--- src/rtl/psr_pkg.sv ---
package psr_pkg;
    parameter int THR_W = 8;
    parameter int DLY_W = 5;

    localparam int B_EN   = 0;
    localparam int B_RST  = 1;
    localparam int B_MODE = 2;
    localparam int B_SFU  = 7;
    localparam int B_SWA  = 8;
    localparam int B_KEEP = 9;
    localparam int B_DBL  = 10;
    localparam int B_DLY  = 11;
    localparam int B_THR  = 16;

    typedef enum logic [2:0] {
        ST_DISABLED = 3'd0,
        ST_INACTIVE = 3'd1,
        ST_ENTRY    = 3'd2,
        ST_ACTIVE   = 3'd3,
        ST_SFU      = 3'd4,
        ST_EXIT     = 3'd5
    } psr_state_e;

    typedef enum logic [1:0] {
        MODE_HW   = 2'b00,
        MODE_SW   = 2'b01,
        MODE_PERS = 2'b10,
        MODE_HW2  = 2'b11
    } psr_mode_e;

    typedef struct packed {
        logic [THR_W-1:0] thr;
        logic [DLY_W-1:0] dly;
        logic             dbl;
        logic             keep_tx;
        logic             sw_act;
        logic [1:0]       mode;
        logic             rst;
        logic             en;
    } psr_ctrl_t;
endpackage

--- src/rtl/psr_cfg_reg.sv ---
module psr_cfg_reg
    import psr_pkg::*;
(
    input  logic        clk,
    input  logic        rst_n,
    input  logic        we,
    input  logic [31:0] wdata,
    input  logic        vblank,
    input  logic        sfu_busy,
    output psr_ctrl_t   ctrl,
    output logic        sfu_pulse,
    output logic [31:0] rdata
);
    logic sfu_rd;

    always_ff @(posedge clk or negedge rst_n) begin
        if (!rst_n) begin
            ctrl      <= '0;
            sfu_pulse <= 1'b0;
        end else begin
            sfu_pulse <= we && wdata[B_SFU];
            if (we) begin
                ctrl.en      <= wdata[B_EN];
                ctrl.rst     <= wdata[B_RST];
                ctrl.mode    <= wdata[B_MODE +: 2];
                ctrl.sw_act  <= wdata[B_SWA];
                ctrl.keep_tx <= wdata[B_KEEP];
                ctrl.dbl     <= wdata[B_DBL];
                ctrl.dly     <= wdata[B_DLY +: DLY_W];
                ctrl.thr     <= wdata[B_THR +: THR_W];
            end
        end
    end

    // read-back of the update bit refreshes only at vblank
    always_ff @(posedge clk or negedge rst_n) begin
        if (!rst_n) sfu_rd <= 1'b0;
        else if (vblank) sfu_rd <= sfu_busy;
    end

    always_comb begin
        rdata                    = '0;
        rdata[B_EN]              = ctrl.en;
        rdata[B_RST]             = ctrl.rst;
        rdata[B_MODE +: 2]       = ctrl.mode;
        rdata[B_SFU]             = sfu_rd;
        rdata[B_SWA]             = ctrl.sw_act;
        rdata[B_KEEP]            = ctrl.keep_tx;
        rdata[B_DBL]             = ctrl.dbl;
        rdata[B_DLY +: DLY_W]    = ctrl.dly;
        rdata[B_THR +: THR_W]    = ctrl.thr;
    end

    assert_sfu_rd_vblank_only_R11: assert property (@(posedge clk) disable iff (!rst_n)
        !vblank |=> $stable(sfu_rd));
endmodule

--- src/rtl/psr_same_counter.sv ---
module psr_same_counter #(
    parameter int W = 8
) (
    input  logic         clk,
    input  logic         rst_n,
    input  logic         clr,
    input  logic         vblank,
    input  logic         same,
    input  logic [W-1:0] thr,
    output logic         hit
);
    localparam logic [W-1:0] ONE = {{(W-1){1'b0}}, 1'b1};
    localparam logic [W-1:0] MAX = '1;

    logic [W-1:0] cnt;
    logic [W:0]   cnt_nxt;

    assign cnt_nxt = {1'b0, cnt} + {1'b0, ONE};
    assign hit     = vblank && same && !clr && (cnt_nxt > {1'b0, thr});

    always_ff @(posedge clk or negedge rst_n) begin
        if (!rst_n)
            cnt <= '0;
        else if (clr)
            cnt <= '0;
        else if (vblank) begin
            if (!same)
                cnt <= '0;
            else if (cnt != MAX)
                cnt <= cnt + ONE;
        end
    end

    assert_clear_on_change_R3: assert property (@(posedge clk) disable iff (!rst_n)
        (vblank && !same) |=> (cnt == '0));
endmodule

--- src/rtl/psr_pll_delay.sv ---
module psr_pll_delay #(
    parameter int W = 5
) (
    input  logic         clk,
    input  logic         rst_n,
    input  logic         clr,
    input  logic         load,
    input  logic [W-1:0] val,
    input  logic         run,
    output logic         zero
);
    localparam logic [W-1:0] ONE = {{(W-1){1'b0}}, 1'b1};

    logic [W-1:0] cnt;

    assign zero = (cnt == '0);

    always_ff @(posedge clk or negedge rst_n) begin
        if (!rst_n)
            cnt <= '0;
        else if (clr)
            cnt <= '0;
        else if (load)
            cnt <= val;
        else if (run && !zero)
            cnt <= cnt - ONE;
    end

    assert_countdown_R7: assert property (@(posedge clk) disable iff (!rst_n)
        (run && !load && !clr && cnt != '0) |=> (cnt == $past(cnt) - ONE));
endmodule

--- src/rtl/psr_fsm.sv ---
module psr_fsm
    import psr_pkg::*;
(
    input  logic       clk,
    input  logic       rst_n,
    input  psr_ctrl_t  ctrl,
    input  logic       vblank,
    input  logic       same,
    input  logic       hit,
    input  logic       sfu_pulse,
    input  logic       dly_zero,
    output psr_state_e state,
    output logic       cnt_clr,
    output logic       dly_clr,
    output logic       dly_load,
    output logic       dly_run,
    output logic       link_pwr_en,
    output logic       pll_pwr_en,
    output logic       idle_symbols,
    output logic       sfu_busy
);
    psr_state_e nxt;
    logic       entry_cnt;
    logic       exit_step;
    logic       is_sw;
    logic       is_pers;

    assign is_sw   = (ctrl.mode == MODE_SW);
    assign is_pers = (ctrl.mode == MODE_PERS);

    // next-state decision
    always_comb begin
        nxt = state;
        if (!ctrl.en || ctrl.rst) begin
            nxt = ST_DISABLED;
        end else begin
            unique case (state)
                ST_DISABLED: nxt = ST_INACTIVE;
                ST_INACTIVE: begin
                    if (is_sw) begin
                        if (ctrl.sw_act) nxt = ST_ENTRY;
                    end else if (hit) begin
                        nxt = ST_ENTRY;
                    end
                end
                ST_ENTRY: begin
                    if (vblank && (entry_cnt == ctrl.dbl)) nxt = ST_ACTIVE;
                end
                ST_ACTIVE: begin
                    if (is_sw) begin
                        if (!ctrl.sw_act) nxt = ST_EXIT;
                    end else if (is_pers) begin
                        if (sfu_pulse) nxt = ST_SFU;
                    end else if (vblank && !same) begin
                        nxt = ST_EXIT;
                    end
                end
                ST_SFU: begin
                    if (vblank) nxt = ST_ACTIVE;
                end
                ST_EXIT: begin
                    if (vblank && exit_step) nxt = ST_INACTIVE;
                end
                default: nxt = ST_DISABLED;
            endcase
        end
    end

    // state register and sub-step counters
    always_ff @(posedge clk or negedge rst_n) begin
        if (!rst_n) begin
            state     <= ST_DISABLED;
            entry_cnt <= 1'b0;
            exit_step <= 1'b0;
        end else begin
            state     <= nxt;
            entry_cnt <= (state == ST_ENTRY && nxt == ST_ENTRY) ? (entry_cnt | vblank) : 1'b0;
            exit_step <= (state == ST_EXIT && nxt == ST_EXIT);
        end
    end

    assign cnt_clr  = (state != ST_INACTIVE) || ctrl.rst || !ctrl.en;
    assign dly_clr  = (nxt == ST_DISABLED);
    assign dly_load = (nxt == ST_ACTIVE) && (state != ST_ACTIVE);
    assign dly_run  = (state == ST_ACTIVE);
    assign sfu_busy = (state == ST_SFU);

    // outputs
    always_comb begin
        link_pwr_en  = 1'b1;
        pll_pwr_en   = 1'b1;
        idle_symbols = 1'b0;
        unique case (state)
            ST_ACTIVE: begin
                link_pwr_en  = ctrl.keep_tx;
                pll_pwr_en   = ctrl.keep_tx || !dly_zero;
                idle_symbols = ctrl.keep_tx;
            end
            ST_EXIT: begin
                link_pwr_en  = ctrl.keep_tx || exit_step;
                pll_pwr_en   = 1'b1;
            end
            default: begin
                link_pwr_en  = 1'b1;
                pll_pwr_en   = 1'b1;
            end
        endcase
    end

    assert_pll_after_link_R7: assert property (@(posedge clk) disable iff (!rst_n)
        !pll_pwr_en |-> !link_pwr_en);

    assert_reset_bit_R2: assert property (@(posedge clk) disable iff (!rst_n)
        ctrl.rst |=> (state == ST_DISABLED));

    assert_sfu_from_write_R10: assert property (@(posedge clk) disable iff (!rst_n)
        (state == ST_SFU && $past(state) != ST_SFU) |-> $past(sfu_pulse));

    assert_sfu_return_R10: assert property (@(posedge clk) disable iff (!rst_n)
        (state == ST_SFU && vblank && ctrl.en && !ctrl.rst) |=> (state == ST_ACTIVE));

    assert_exit_pll_first_R9: assert property (@(posedge clk) disable iff (!rst_n)
        (state == ST_EXIT) |-> pll_pwr_en);
endmodule

--- src/rtl/psr_seq.sv ---
module psr_seq
    import psr_pkg::*;
(
    input  logic        clk,
    input  logic        rst_n,
    input  logic        cfg_we,
    input  logic [31:0] cfg_wdata,
    output logic [31:0] cfg_rdata,
    input  logic        vblank,
    input  logic        frame_same,
    output logic        link_pwr_en,
    output logic        pll_pwr_en,
    output logic        idle_symbols,
    output logic [2:0]  psr_state
);
    psr_ctrl_t  ctrl;
    psr_state_e state;
    logic sfu_pulse, sfu_busy, hit;
    logic cnt_clr, dly_clr, dly_load, dly_run, dly_zero;

    psr_cfg_reg u_cfg (
        .clk(clk), .rst_n(rst_n), .we(cfg_we), .wdata(cfg_wdata),
        .vblank(vblank), .sfu_busy(sfu_busy), .ctrl(ctrl),
        .sfu_pulse(sfu_pulse), .rdata(cfg_rdata)
    );

    psr_same_counter #(.W(THR_W)) u_cnt (
        .clk(clk), .rst_n(rst_n), .clr(cnt_clr), .vblank(vblank),
        .same(frame_same), .thr(ctrl.thr), .hit(hit)
    );

    psr_pll_delay #(.W(DLY_W)) u_dly (
        .clk(clk), .rst_n(rst_n), .clr(dly_clr), .load(dly_load),
        .val(ctrl.dly), .run(dly_run), .zero(dly_zero)
    );

    psr_fsm u_fsm (
        .clk(clk), .rst_n(rst_n), .ctrl(ctrl), .vblank(vblank),
        .same(frame_same), .hit(hit), .sfu_pulse(sfu_pulse),
        .dly_zero(dly_zero), .state(state), .cnt_clr(cnt_clr),
        .dly_clr(dly_clr), .dly_load(dly_load), .dly_run(dly_run),
        .link_pwr_en(link_pwr_en), .pll_pwr_en(pll_pwr_en),
        .idle_symbols(idle_symbols), .sfu_busy(sfu_busy)
    );

    assign psr_state = state;

    assert_idle_needs_link_R6: assert property (@(posedge clk) disable iff (!rst_n)
        idle_symbols |-> (link_pwr_en && pll_pwr_en));
endmodule

--- config.mk ---
export PLATFORM = sky130hd
export DESIGN_NAME = psr_seq
export DESIGN_NICKNAME = d
export VERILOG_FILES = /design/src/rtl/psr_pkg.sv /design/src/rtl/psr_cfg_reg.sv /design/src/rtl/psr_same_counter.sv /design/src/rtl/psr_pll_delay.sv /design/src/rtl/psr_fsm.sv /design/src/rtl/psr_seq.sv
export SDC_FILE = /design/constraint.sdc
export NUM_CORES = 1
export LEC_CHECK = 0
export ABC_AREA = 1
export BUFFER_PORTS_ARGS = -buffer_cell sky130_fd_sc_hd__buf_2
export CAP_MARGIN = 20
export CORE_UTILIZATION = 47
export DETAILED_ROUTE_END_ITERATION = 16
export PLACE_DENSITY = 0.87
export SYNTH_ARGS = -nofsm -noshare
export SYNTH_HDL_FRONTEND = slang
export SYNTH_SLANG_ARGS = --single-unit
--- constraint.sdc ---
create_clock -name clk -period 2.5 [get_ports clk]
set_input_delay 0.5 -clock clk [delete_from_list [all_inputs] [get_ports clk]]
set_output_delay 0.5 -clock clk [all_outputs]
set_load 0.01 [all_outputs]
==> results of run 1 <==
## routing by layer
layer  global-route usage, %  vias up
met5                       0        -
li1                        -     1080
met1                    27.3     1057
met3                    6.78       21
met4                    9.43        0
met2                    39.5      120
## report_power, final
| part | switching (mW) | total [mW] | leakage [nW] | internal (mW) |
|---|---|---|---|---|
| clock network | 0.234 | 0.454 | 0.0510 | 0.220 |
| registers | 0.0415 | 0.732 | 0.515 | 0.691 |
| logic | 0.232 | 0.391 | 1.07 | 0.160 |
| total | 0.507 | 1.58 | 1.63 | 1.07 |
## flip-flops by register name, indices dropped and copies added, names as in the netlist
register,cells
u_cfg.ctrl,20
u_cfg.sfu_pulse,1
u_cfg.sfu_rd,1
u_cnt.cnt,8
u_dly.cnt,5
u_fsm.entry_cnt,1
u_fsm.exit_step,1
u_fsm.state,3
## critical path: stages (launching register included)
cell	delay [ns]
dfrtp_1	0.38
inv_2	0.07
nor4_4	0.38
nand2_1	0.15
xor2_2	0.19
inv_2	0.06
ha_4	0.15
nand2_1	0.07
nand2_1	0.05
nand2_1	0.06
nand2_1	0.08
nor2_1	0.12
nand2_1	0.08
nand2_2	0.08
nand2_2	0.06
a21oi_4	0.18
nand3_4	0.16
a21oi_4	0.20
nand2_1	0.08
nand2_1	0.06
## repair_timing
item,in CTS,in global routing
gates cloned,1,0
endpoints found under the hold margin,0,0
setup buffers,2,2
resized for setup,11,10
endpoints found under the setup margin,7,8
pin swaps,16,8
hold buffers,0,0
## cell families after synthesis
group           synth area share [%]
simple gates                    27.3
buf+inv                         12.2
flops                           40.7
compound gates                  6.77
fa+ha+maj                       5.60
xor+xnor                        3.20
mux                             4.12
other cells                    0.152
## per-stage QoR
step | TNS (ns) | util, % | instances | worst slack, ns | cell area [um^2]
global route | -2.64 | 62.6 | 440 | -0.447 | 3050
detailed placement | -1.72 | 57.8 | 427 | -0.339 | 2820
floorplan | -0.160 | - | 314 | -0.0407 | 2520
global placement | -0.943 | 57.8 | 427 | -0.202 | 2820
CTS | -1.01 | 61.3 | 438 | -0.183 | 2990
finish | -1.28 | 62.6 | 440 | -0.241 | 3050
## how the worst max path moves through the flow
stage                         to  slack, ns  cells past startpoint
floorplan           u_dly.cnt[3]      -0.04                     20
global placement    u_dly.cnt[3]      -0.20                     18
detailed placement  u_dly.cnt[2]      -0.34                     18
CTS                 u_dly.cnt[2]      -0.18                     18
global route        u_dly.cnt[1]      -0.45                     18
finish              u_dly.cnt[2]      -0.24                     19
## layout make-up
type / instances / area (um^2)
fillers: 396 / 1830
multi-input cells: 209 / 1320
flip-flops and latches: 40 / 1000
repair buffers: 66 / 373
inverters: 50 / 188
well taps: 67 / 83.8
clock buffers: 6 / 82.6
clock inverters: 2 / 10.0
## cells in the final DEF, fill, tap and decap left out
cell       n
o22ai_1    1
nand4_1   13
nand3_4    1
a21oi_4    2
nand2_1   68
nor3_1     4
nand3b_1   1
mux2_2     9
inv_2     14
xor2_2     4
nor2_1    13
o21ai_1    1
nand2_4    1
ha_1       8
xor2_1     5
ha_4       2
clkinv_2   2
nor2_4     1
ha_2       1
clkbuf_8   6
nor4_4     1
o31ai_1    1
buf_2     52
a21oi_1    5
buf_6      2
nand2_2   12
nand3_1    8
buf_4     12
nor4_1     1
o21ai_0   18
nor2_2     9
dfrtp_1   40
nor3_4     1
conb_1    11
inv_1     36
nand3_2    5
and3_1     1
o21bai_1   1
==> results.txt, run 1 <==
The flow ran to the end, but the final reports show violations. The final reports fail on setup timing. The min-delay analysis places its worst path in the category primary input to asynchronous set/reset pin. After detailed routing, the number of remaining DRC violations is 0. The number of sinks handled by clock tree synthesis is 40. The power density over cell area came out at 517 mW/mm^2. The initial standard-cell utilization of the core came out at 50.4%. VDD sags by at most 415 uV. In the routed layout, each cell is associated on average with a via count of 5.18.

The cell area after technology mapping is 0.00246 mm^2. The total of max-cap violations is 0. The mean post-synth cell area is 8.09 um^2.

Across all layers, the routed design uses 2278 vias. Across all register-to-register paths, the minimum setup slack is -0.24 ns. The pin count of the biggest net entering global routing is 41. Sorting the synthesized cells by how often they occur yields nand2_1 (72), inv_1 (41), dfrtp_1 (40). The most instantiated flip-flop cell in the synthesis netlist is dfrtp_1.

The worst max-slew margin expressed relative to the limit is 41.2%. By area the synthesized netlist is led by dfrtp_1 (41%), nand2_1 (11%), inv_1 (6.3%), ha_1 (5.6%), mux2_2 (4.1%). The wire length on met3 is 460 um. The aggregate routed wire length came out at 6040 um.

The synthesized design contains 0 enable-type register cells. The total congestion overflow after global routing came out at 0. STA puts the critical path data required time at 2.74 ns. The count of port buffers added during placement came out at 52.

After layout, the worst path uses 110% of the clock period. Clock latency on the worst-skew pair, taken at its later pin, is 0.31 ns. Of all flip-flops after synthesis, the portion carrying an async set or reset was 100%. Counting every instance in the synthesized netlist gives 304. The most common cell in the synthesized netlist is nand2_1.

The routed wirelength normalized by instance count came out at 13.7 um. Across the routed clock network, the largest skew measured is 0.00555 ns. The final weighted congestion in routability-driven placement is 0.849. The number of storage elements in the synthesis netlist came out at 40. After detailed routing, the met2 layer carries 2850 um of wire. During synthesis, Yosys emitted a total of 0 warnings. The clock slew seen by the registers of the worst setup and hold paths is 0.08 ns.

The slew at the pin with the worst max-slew slack came out at 0.882 ns. In this run the critical register-to-register path is captured at u_dly.cnt[2]. The sort of element at the end of the critical path is a flip-flop. The total power consumption of the routed design is 1.58 mW. The maximum net fanout on the critical path is 6. The number of nets with antenna violations after routing came out at 0. Data arrives at the worst endpoint at 2.99 ns.

The buffer depth of the longest clock path is 2. The global-route wire length before repair came out at 9470 um. TritonCTS built the clock tree. The floorplan step defined a die boundary enclosing 0.00553 mm^2.

The achievable frequency is 365 MHz. The tree is rooted in a clkbuf_8. The critical register-to-register path startpoint is u_cnt.cnt[2]. The final antenna diode count is 0. The H-tree was split into 2 levels. The worst setup path is launched from a flip-flop. For the worst flop-to-flop path, the logic depth is 19. In this run the static leakage power is 1.63 nW.

From bottom edge to top edge, the die measures 74.3 um. The number of global-route vias before repair is 2179. The number of distinct library cells after synthesis is 32. Compared with the post-synthesis result, the final layout area differs by 24.1%. The highest signal layer in the routed design is met4. The total clock buffers created by CTS is 5. The time the worst path needs with I/O delays and setup came out at 2.74 ns.

The number of hold violations in the final report came out at 0. The path type of the worst setup path is flip-flop to flip-flop. The portion of the post-synthesis area used by sequential elements came out at 40.7%. Cells with a size suffix above 1 make up 36.7% of the layout. The net count of the finished layout is 420.

The first detailed-routing pass took 4 iterations. The violation count after the first detailed-routing iteration is 156. The core area is 0.00488 mm^2.

The sum of net half-perimeters after detailed placement came out at 4210 um. Global routing consumed, over all layers together, 23.1% of the routing resources. The post-route worst setup slack is -0.241 ns. The launch point of the worst path is u_cnt.cnt[2]. Setup repair after global routing could not meet its margin everywhere. The count of final setup violators came out at 7. The floorplan has 25 rows. The worst hold slack after final layout came out at 0.312 ns. The final max-slew violation count came out at 0.

The area share of the leading cell type in the synthesized netlist came out at 40.7%. The cell type with the largest total area after synthesis is dfrtp_1. The wire length on met1 is 2550 um. For this design the top-level I/O count stands at 75. The initial antenna violation count came out at 0.

The horizontal extent of the die came out at 74.3 um.
Power figures use the tool's default switching activity.
==> run 2: changes to the inputs <==
Settings changed: CORE_MARGIN set to 5, CORE_UTILIZATION 47 to 48, CTS_BUF_LIST set to sky130_fd_sc_hd__clkbuf_4, PLACE_DENSITY 0.87 to 0.88.
==> run 2 against run 1 <==
Effect of this change:
- the run still ends with setup timing left
- design area fell by 0.29%
- final cell count rose by 2.5%
- wire length decreased by 3.0%
- maximum frequency grew 0.82%
- total power down 8.5%
- setup slack improved by 0.022 ns
- flip-flop and latch count stayed put
==> results.txt, run 2 (synthesis gave the netlist of run 1 again) <==
Status: complete, but fails checks (unchanged). Failing checks: setup timing (unchanged). The register name with the most flops is u_cfg.ctrl (unchanged).

The flip-flop and latch area came to 0.00100 mm^2 (unchanged). Unrepaired setup endpoints after global routing: yes (unchanged). The total of max-cap violations was 0 (unchanged). The final weighted congestion in routability-driven placement came to 0.858 (was 0.849). The full die area was 0.00666 mm^2 (was 0.00553 mm^2). The violation count after the first detailed-routing iteration is 112 (was 156). The I/O pin count is 75 (unchanged). The maximum net fanout on the critical path came to 5 (was 6).

The met2 layer wire length in the routed design is 2920 um (was 2850 um). The count of fill cells added during filler insertion is 423 (was 396). The time the worst path needs with I/O delays and setup is 2.72 ns (was 2.74 ns). The relative area change from synthesis to final layout is 23.8% (was 24.1%). The leakage power figure is 1.64 nW (was 1.63 nW). The fraction of layout instances using a drive strength above 1 was 35.4% (was 36.7%).

The power density over cell area is 474 mW/mm^2 (was 517 mW/mm^2). The total clock buffers created by CTS is 5 (unchanged). The core utilization of the finished layout is 60.4% (was 62.6%). The path type of the worst setup path is flip-flop to flip-flop (unchanged). The number of hold violations in the final report is 0 (unchanged). Top library cells by usage in the layout, fill and taps aside: nand2_1 (69), buf_2 (52), dfrtp_1 (40) (was nand2_1 (68), buf_2 (52), dfrtp_1 (40)). The arrival time of the worst setup path came out at 3.01 ns (was 2.99 ns). The die height came to 81.6 um (was 74.3 um).

The aggregate routed wire length came to 5850 um (was 6040 um). The final design area excluding fillers came out at 0.00304 mm^2 (was 0.00305 mm^2). The data required time at the worst endpoint came out at 2.79 ns (was 2.74 ns). The worst setup skew after layout is 0.0128 ns (was 0.00555 ns). The maximum level of the CTS H-tree was 2 (unchanged).

The worst max-slew margin expressed relative to the limit is 41.3% (was 41.2%). The multi-input combinational cell area is 0.00127 mm^2 (was 0.00132 mm^2). The insertion delay to the later sink of the worst-skew pair came to 0.35 ns (was 0.31 ns). The initial antenna violation count came out at 0 (unchanged). The worst IR drop on VDD is 384 uV (was 415 uV). The achievable frequency came out at 368 MHz (was 365 MHz).

The number of global-route vias before repair is 2184 (was 2179). The global-route wire length before repair was 9910 um (was 9470 um). The flip-flop count of the largest register after layout is 20 (unchanged). The clock slew seen by the registers of the worst setup and hold paths is 0.12 ns (was 0.08 ns). Registers with the most flip-flops: u_cfg.ctrl: 20 flops, u_cnt.cnt: 8 flops, u_dly.cnt: 5 flops (unchanged). The final antenna diode count is 0 (unchanged). The number of sinks handled by clock tree synthesis is 40 (unchanged).

The horizontal extent of the die is 81.6 um (was 74.3 um). The clock tree from TritonCTS was done (unchanged). The net count of the finished layout came out at 428 (was 420). The wire length on met3 is 377 um (was 460 um).

The post-route worst setup slack came out at -0.219 ns (was -0.241 ns). The nature of the critical path startpoint is a flip-flop (unchanged). The final max-slew violation count came out at 0 (unchanged). The number of nets with antenna violations after routing came out at 0 (unchanged). The total via count after detailed routing is 2226 (was 2278). The cell row count was 26 (was 25). The post-detailed-route via-to-cell ratio was 4.94 (was 5.18).

The slew at the pin with the worst max-slew slack came out at 0.881 ns (was 0.882 ns). The placed instance area is 0.00285 mm^2 (was 0.00282 mm^2). The cts-stage hold buffer count came out at 0 (unchanged). The most common cell after layout, fill and taps aside was nand2_1 (unchanged). The routed wirelength normalized by instance count came out at 13.0 um (was 13.7 um).

The initial standard-cell utilization of the core came to 48.8% (was 50.4%). The pin count of the biggest net entering global routing was 41 (unchanged). The type of the worst min-delay path is primary input to asynchronous set/reset pin (unchanged). The cell at the root of the clock tree is clkbuf_4 (was clkbuf_8).

The core area is 0.00504 mm^2 (was 0.00488 mm^2). The count of port buffers added during placement came out at 52 (unchanged). The overall fraction of global-route tracks in use came out at 19.2% (was 23.1%). The wire length on met1 came out at 2390 um (was 2550 um). The iteration count of the initial detailed-routing pass is 4 (unchanged). The sort of element at the end of the critical path is a flip-flop (unchanged). The count of final setup violators came out at 6 (was 7). The total congestion overflow after global routing came out at 0 (unchanged). The sum of net half-perimeters after detailed placement is 4290 um (was 4210 um). The buffer depth of the longest clock path is 2 (unchanged). The DRC violation count after routing came out at 0 (unchanged).

The highest signal layer in the routed design was met4 (unchanged). The period utilization is 109% (was 110%).
run 2: cell count changes in the layout (fill, tap and decap cells not counted), sizes merged:
cell    previous run  this run
buf               66        74
clkinv             2         1
clkbuf             6         7
run 2: path summary, 6_finish.rpt:
check,slack (ns),cells past startpoint,startpoint,to
max reg2reg,-0.22,20,u_cnt.cnt[0],u_dly.cnt[3]
min reg2reg,0.50,2,u_cfg.sfu_rd,u_cfg.sfu_rd
max,-0.22,20,u_cnt.cnt[0],u_dly.cnt[3]
max in group asynchronous,1.69,1,rst_n,u_cfg.ctrl[6]
min in group clk,0.32,3,cfg_wdata[7],u_cfg.sfu_pulse
min,0.25,1,rst_n,u_cnt.cnt[5]
run 2: final cells by class:
cell class	instances	area share [%]
sequential	40	32.9
clock inverter	1	0.123
timing repair buffer	74	14.5
clock buffer	7	1.73
multi-input combinational	209	41.7
inverter	50	6.17
tap	70	2.88
run 2: worst max-delay path, cell delays in order, from the launching register on:
cell,delay [ns]
dfrtp_1,0.40
inv_2,0.07
buf_4,0.13
buf_4,0.13
nor3_2,0.12
xor2_1,0.21
inv_1,0.07
ha_1,0.26
nand2_1,0.10
inv_1,0.05
nand2_1,0.06
nand3_1,0.08
nand2_1,0.08
nand2_1,0.07
nand2_2,0.08
nand2_2,0.06
a21oi_4,0.18
nand3_4,0.13
a21oi_4,0.23
nand2_1,0.08
nand2_1,0.06
run 2: timing repair:
action | in CTS | in global routing
pin swaps | 9 | 2
hold endpoints to repair | 0 | 0
buffers inserted | 9 | 2
resized for setup | 7 | 3
setup endpoints to repair | 6 | 8
gates cloned | 1 | 0
run 2: metrics by stage:
stage | setup WS [ns] | hold WS (ns) | total power [mW] | std cells | setup TNS (ns)
2_1_floorplan | -0.0407 | 0.204 | 0.965 | 314 | -0.160
3_3_place_gp | -0.199 | 0.466 | 1.08 | 431 | -0.894
3_5_place_dp | -0.322 | 0.479 | 1.10 | 431 | -1.45
4_1_cts | -0.153 | 0.295 | 1.44 | 449 | -0.671
5_1_grt | -0.491 | 0.327 | 1.54 | 451 | -2.87
6_report | -0.219 | 0.250 | 1.44 | 451 | -1.01
run 2: power by group:
group / internal [mW] / switching (mW)
Sequential: 0.690 / 0.0399
Combinational: 0.161 / 0.224
Clock: 0.130 / 0.199
Total: 0.981 / 0.463
run 2: routing by layer:
layer | global-route usage (%) | vias up
li1 | - | 1092
met1 | 24.3 | 1044
met2 | 31.5 | 75
met3 | 3.40 | 15
met4 | 9.47 | 0
met5 | 0 | -
==> run 3: changes to the inputs <==
Settings changed: PLACE_DENSITY 0.88 to 0.79.
==> run 3 against run 2 <==
Effect of this change:
- the run still ends with setup timing left
- clock power is 27% higher
- utilization is 1.1 points higher
- non-clock buffer count is 1 lower
- die area stayed put
- global-route usage is 0.084 points higher
- maximum frequency is 2.3% lower
- largest cell class unchanged
- largest power group unchanged
- wire length is 2.5% higher
- total power is 7.0% higher
==> results.txt, run 3 (synthesis gave the netlist of run 1 again) <==
Status: complete, but fails checks (unchanged). Failing checks: setup timing (unchanged). Cell breakdown of the critical path: ha_2 -> nand4_1 -> xor2_1 -> inv_1 -> ha_4 -> nand2_2 -> nor2_1 -> nand2_1 -> nor2_2 -> nor2_2 -> nand2_2 -> nand2_2 -> a21oi_4 -> nand3_4 -> a21oi_4 -> nand2_1 -> nand2_1 (was inv_2 -> buf_4 -> buf_4 -> nor3_2 -> xor2_1 -> inv_1 -> ha_1 -> nand2_1 -> inv_1 -> nand2_1 -> nand3_1 -> nand2_1 -> nand2_1 -> nand2_2 -> nand2_2 -> a21oi_4 -> nand3_4 -> a21oi_4 -> nand2_1 -> nand2_1). The net count of the finished layout came out at 427 (was 428). The sort of element at the end of the critical path is a flip-flop (unchanged). The depth of the most critical reg-to-reg path came out at 17 (was 20).

The initial standard-cell utilization of the core came out at 48.8% (unchanged). The DRC violation count after routing is 0 (unchanged). The violation count after the first detailed-routing iteration came out at 115 (was 112). The total via count after detailed routing is 2235 (was 2226). The setup slack on the worst flop-to-flop path is -0.28 ns (was -0.22 ns). The cell type of the slowest stage on the worst timing path is dfrtp_1 (unchanged). The count of final setup violators is 7 (was 6). The worst setup skew after layout is 0.0135 ns (was 0.0128 ns). The count of port buffers added during placement came out at 52 (unchanged). The overall fraction of global-route tracks in use came out at 19.3% (was 19.2%). The post-detailed-route via-to-cell ratio is 4.97 (was 4.94).

Unrepaired setup endpoints after global routing: yes (unchanged). The horizontal extent of the die was 81.6 um (unchanged). The cell row count came out at 26 (unchanged). The launch point of the worst path is u_cnt.cnt[0] (unchanged).

The period utilization is 111% (was 109%). The worst IR drop on VDD was 340 uV (was 384 uV). The flip-flop count of the largest register after layout came out at 20 (unchanged).

The number of global-route vias before repair is 2137 (was 2184). The core utilization of the finished layout came out at 61.4% (was 60.4%). The pin count of the biggest net entering global routing came to 41 (unchanged). The die height is 81.6 um (unchanged).

The full die area came out at 0.00666 mm^2 (unchanged). The maximum net fanout on the critical path came to 6 (was 5). The capturing point of the worst reg2reg path is u_dly.cnt[4] (was u_dly.cnt[3]).

The slew at the pin with the worst max-slew slack is 0.896 ns (was 0.881 ns). The final weighted congestion in routability-driven placement is 0.885 (was 0.858). The number of sinks handled by clock tree synthesis is 40 (unchanged). The achievable frequency is 359 MHz (was 368 MHz). The clock slew seen by the registers of the worst setup and hold paths is 0.12 ns (about the same). The I/O pin count is 75 (unchanged). The most common cell after layout, fill and taps aside is nand2_1 (unchanged). The total clock buffers created by CTS is 5 (unchanged). The arrival time of the worst setup path is 3.08 ns (was 3.01 ns).

The number of hold violations in the final report came out at 0 (unchanged). The final design area excluding fillers came to 0.00310 mm^2 (was 0.00304 mm^2). The path type of the worst setup path is flip-flop to flip-flop (unchanged). The routed wirelength normalized by instance count is 13.3 um (was 13.0 um). The core area is 0.00504 mm^2 (unchanged). Registers with the most flip-flops: u_cfg.ctrl: 20 flops, u_cnt.cnt: 8 flops, u_dly.cnt: 5 flops (unchanged). The total congestion overflow after global routing is 0 (unchanged).

The power density over cell area is 499 mW/mm^2 (was 474 mW/mm^2). The initial antenna violation count is 0 (unchanged). The placed instance area is 0.00285 mm^2 (about the same).

The iteration count of the initial detailed-routing pass was 4 (unchanged). The peak per-stage delay on the critical path is 0.42 ns (was 0.40 ns). The family with the most delay on the worst path was simple AND/OR/NAND/NOR gates (unchanged).

The maximum level of the CTS H-tree is 2 (unchanged). Top library cells by usage in the layout, fill and taps aside: nand2_1 (68), buf_2 (52), dfrtp_1 (40) (was nand2_1 (69), buf_2 (52), dfrtp_1 (40)). The worst max-slew margin expressed relative to the limit came out at 40.2% (was 41.3%). The clock tree from TritonCTS is done (unchanged). The number of nets with antenna violations after routing was 0 (unchanged).

The relative area change from synthesis to final layout is 25.9% (was 23.8%). The aggregate routed wire length is 6000 um (was 5850 um). The critical register-to-register path startpoint is u_cnt.cnt[0] (unchanged). The final max-slew violation count came out at 0 (unchanged). The insertion delay to the later sink of the worst-skew pair came out at 0.35 ns (about the same). The total power consumption of the routed design came out at 1.55 mW (was 1.44 mW). The final antenna diode count came to 0 (unchanged).

The total of max-cap violations came to 0 (unchanged). The worst path buffer plus inverter count is 1 (was 5). The nature of the critical path startpoint is a flip-flop (unchanged). The type of the worst min-delay path was primary input to asynchronous set/reset pin (unchanged). The post-route worst setup slack came out at -0.282 ns (was -0.219 ns). The global-route wire length before repair came out at 9870 um (was 9910 um). The leakage power figure came out at 1.66 nW (was 1.64 nW). The data required time at the worst endpoint came out at 2.80 ns (was 2.79 ns). The register name with the most flops is u_cfg.ctrl (unchanged).

The sum of net half-perimeters after detailed placement is 4220 um (was 4290 um). The cell at the root of the clock tree was clkbuf_4 (unchanged). The buffer depth of the longest clock path is 2 (unchanged). The fraction of layout instances using a drive strength above 1 was 36.8% (was 35.4%).

The time the worst path needs with I/O delays and setup is 2.78 ns (was 2.72 ns).
-- run 3: cell count changes in the layout (fill, tap and decap cells not counted), moves of 2 or more --
cell / change
clkbuf_4: -2
ha_1: -2
ha_4: +2
xor2_1: -2
xor2_2: +2
-- run 3: metal layers --
layer / vias up / part of all wire (%) / GRT usage (%)
met5: - / 0 / 0
met4: 0 / 1.8 / 5.65
met3: 8 / 6.0 / 3.40
met2: 65 / 49 / 33.3
met1: 1064 / 43 / 24.6
li1: 1098 / - / -
-- run 3: what timing repair did --
action,in CTS,in global routing
setup endpoints to repair,7,8
buffers inserted,7,1
pin swaps,8,8
cloned,1,0
resized for setup,16,3
hold buffers,0,0
-- run 3: stage by stage --
| stage | setup TNS (ns) | hold WS (ns) | setup WS, ns | cells |
|---|---|---|---|---|
| after floorplan | -0.160 | 0.204 | -0.0407 | 314 |
| after global placement | -0.943 | 0.470 | -0.208 | 433 |
| after detailed placement | -1.30 | 0.491 | -0.268 | 433 |
| after CTS | -0.603 | 0.280 | -0.137 | 449 |
| after global routing | -2.90 | 0.333 | -0.498 | 450 |
| final | -1.43 | 0.258 | -0.282 | 450 |
-- run 3: worst max-delay path by stage --
| stage | cells after the start | end |
|---|---|---|
| after detailed placement | 19 | u_dly.cnt[3] |
| final | 17 | u_dly.cnt[4] |
| after global placement | 18 | u_dly.cnt[2] |
| after global routing | 18 | u_dly.cnt[3] |
| after floorplan | 20 | u_dly.cnt[3] |
| after CTS | 18 | u_dly.cnt[3] |
-- run 3: report_power, final --
| group | switching, mW | leakage (nW) | internal, mW |
|---|---|---|---|
| Combinational | 0.229 | 1.10 | 0.169 |
| Sequential | 0.0392 | 0.515 | 0.690 |
| Clock | 0.214 | 0.0403 | 0.204 |
-- run 3: area by class of cell --
type                            count  area, um^2
Clock inverter                      3        37.5
Inverter                           50         188
Tap cell                           70        87.6
Clock buffer                        5        37.5
Fill cell                         430        1940
Multi-Input combinational cell    209        1320
Timing Repair Buffer               73         425
Sequential cell                    40        1000
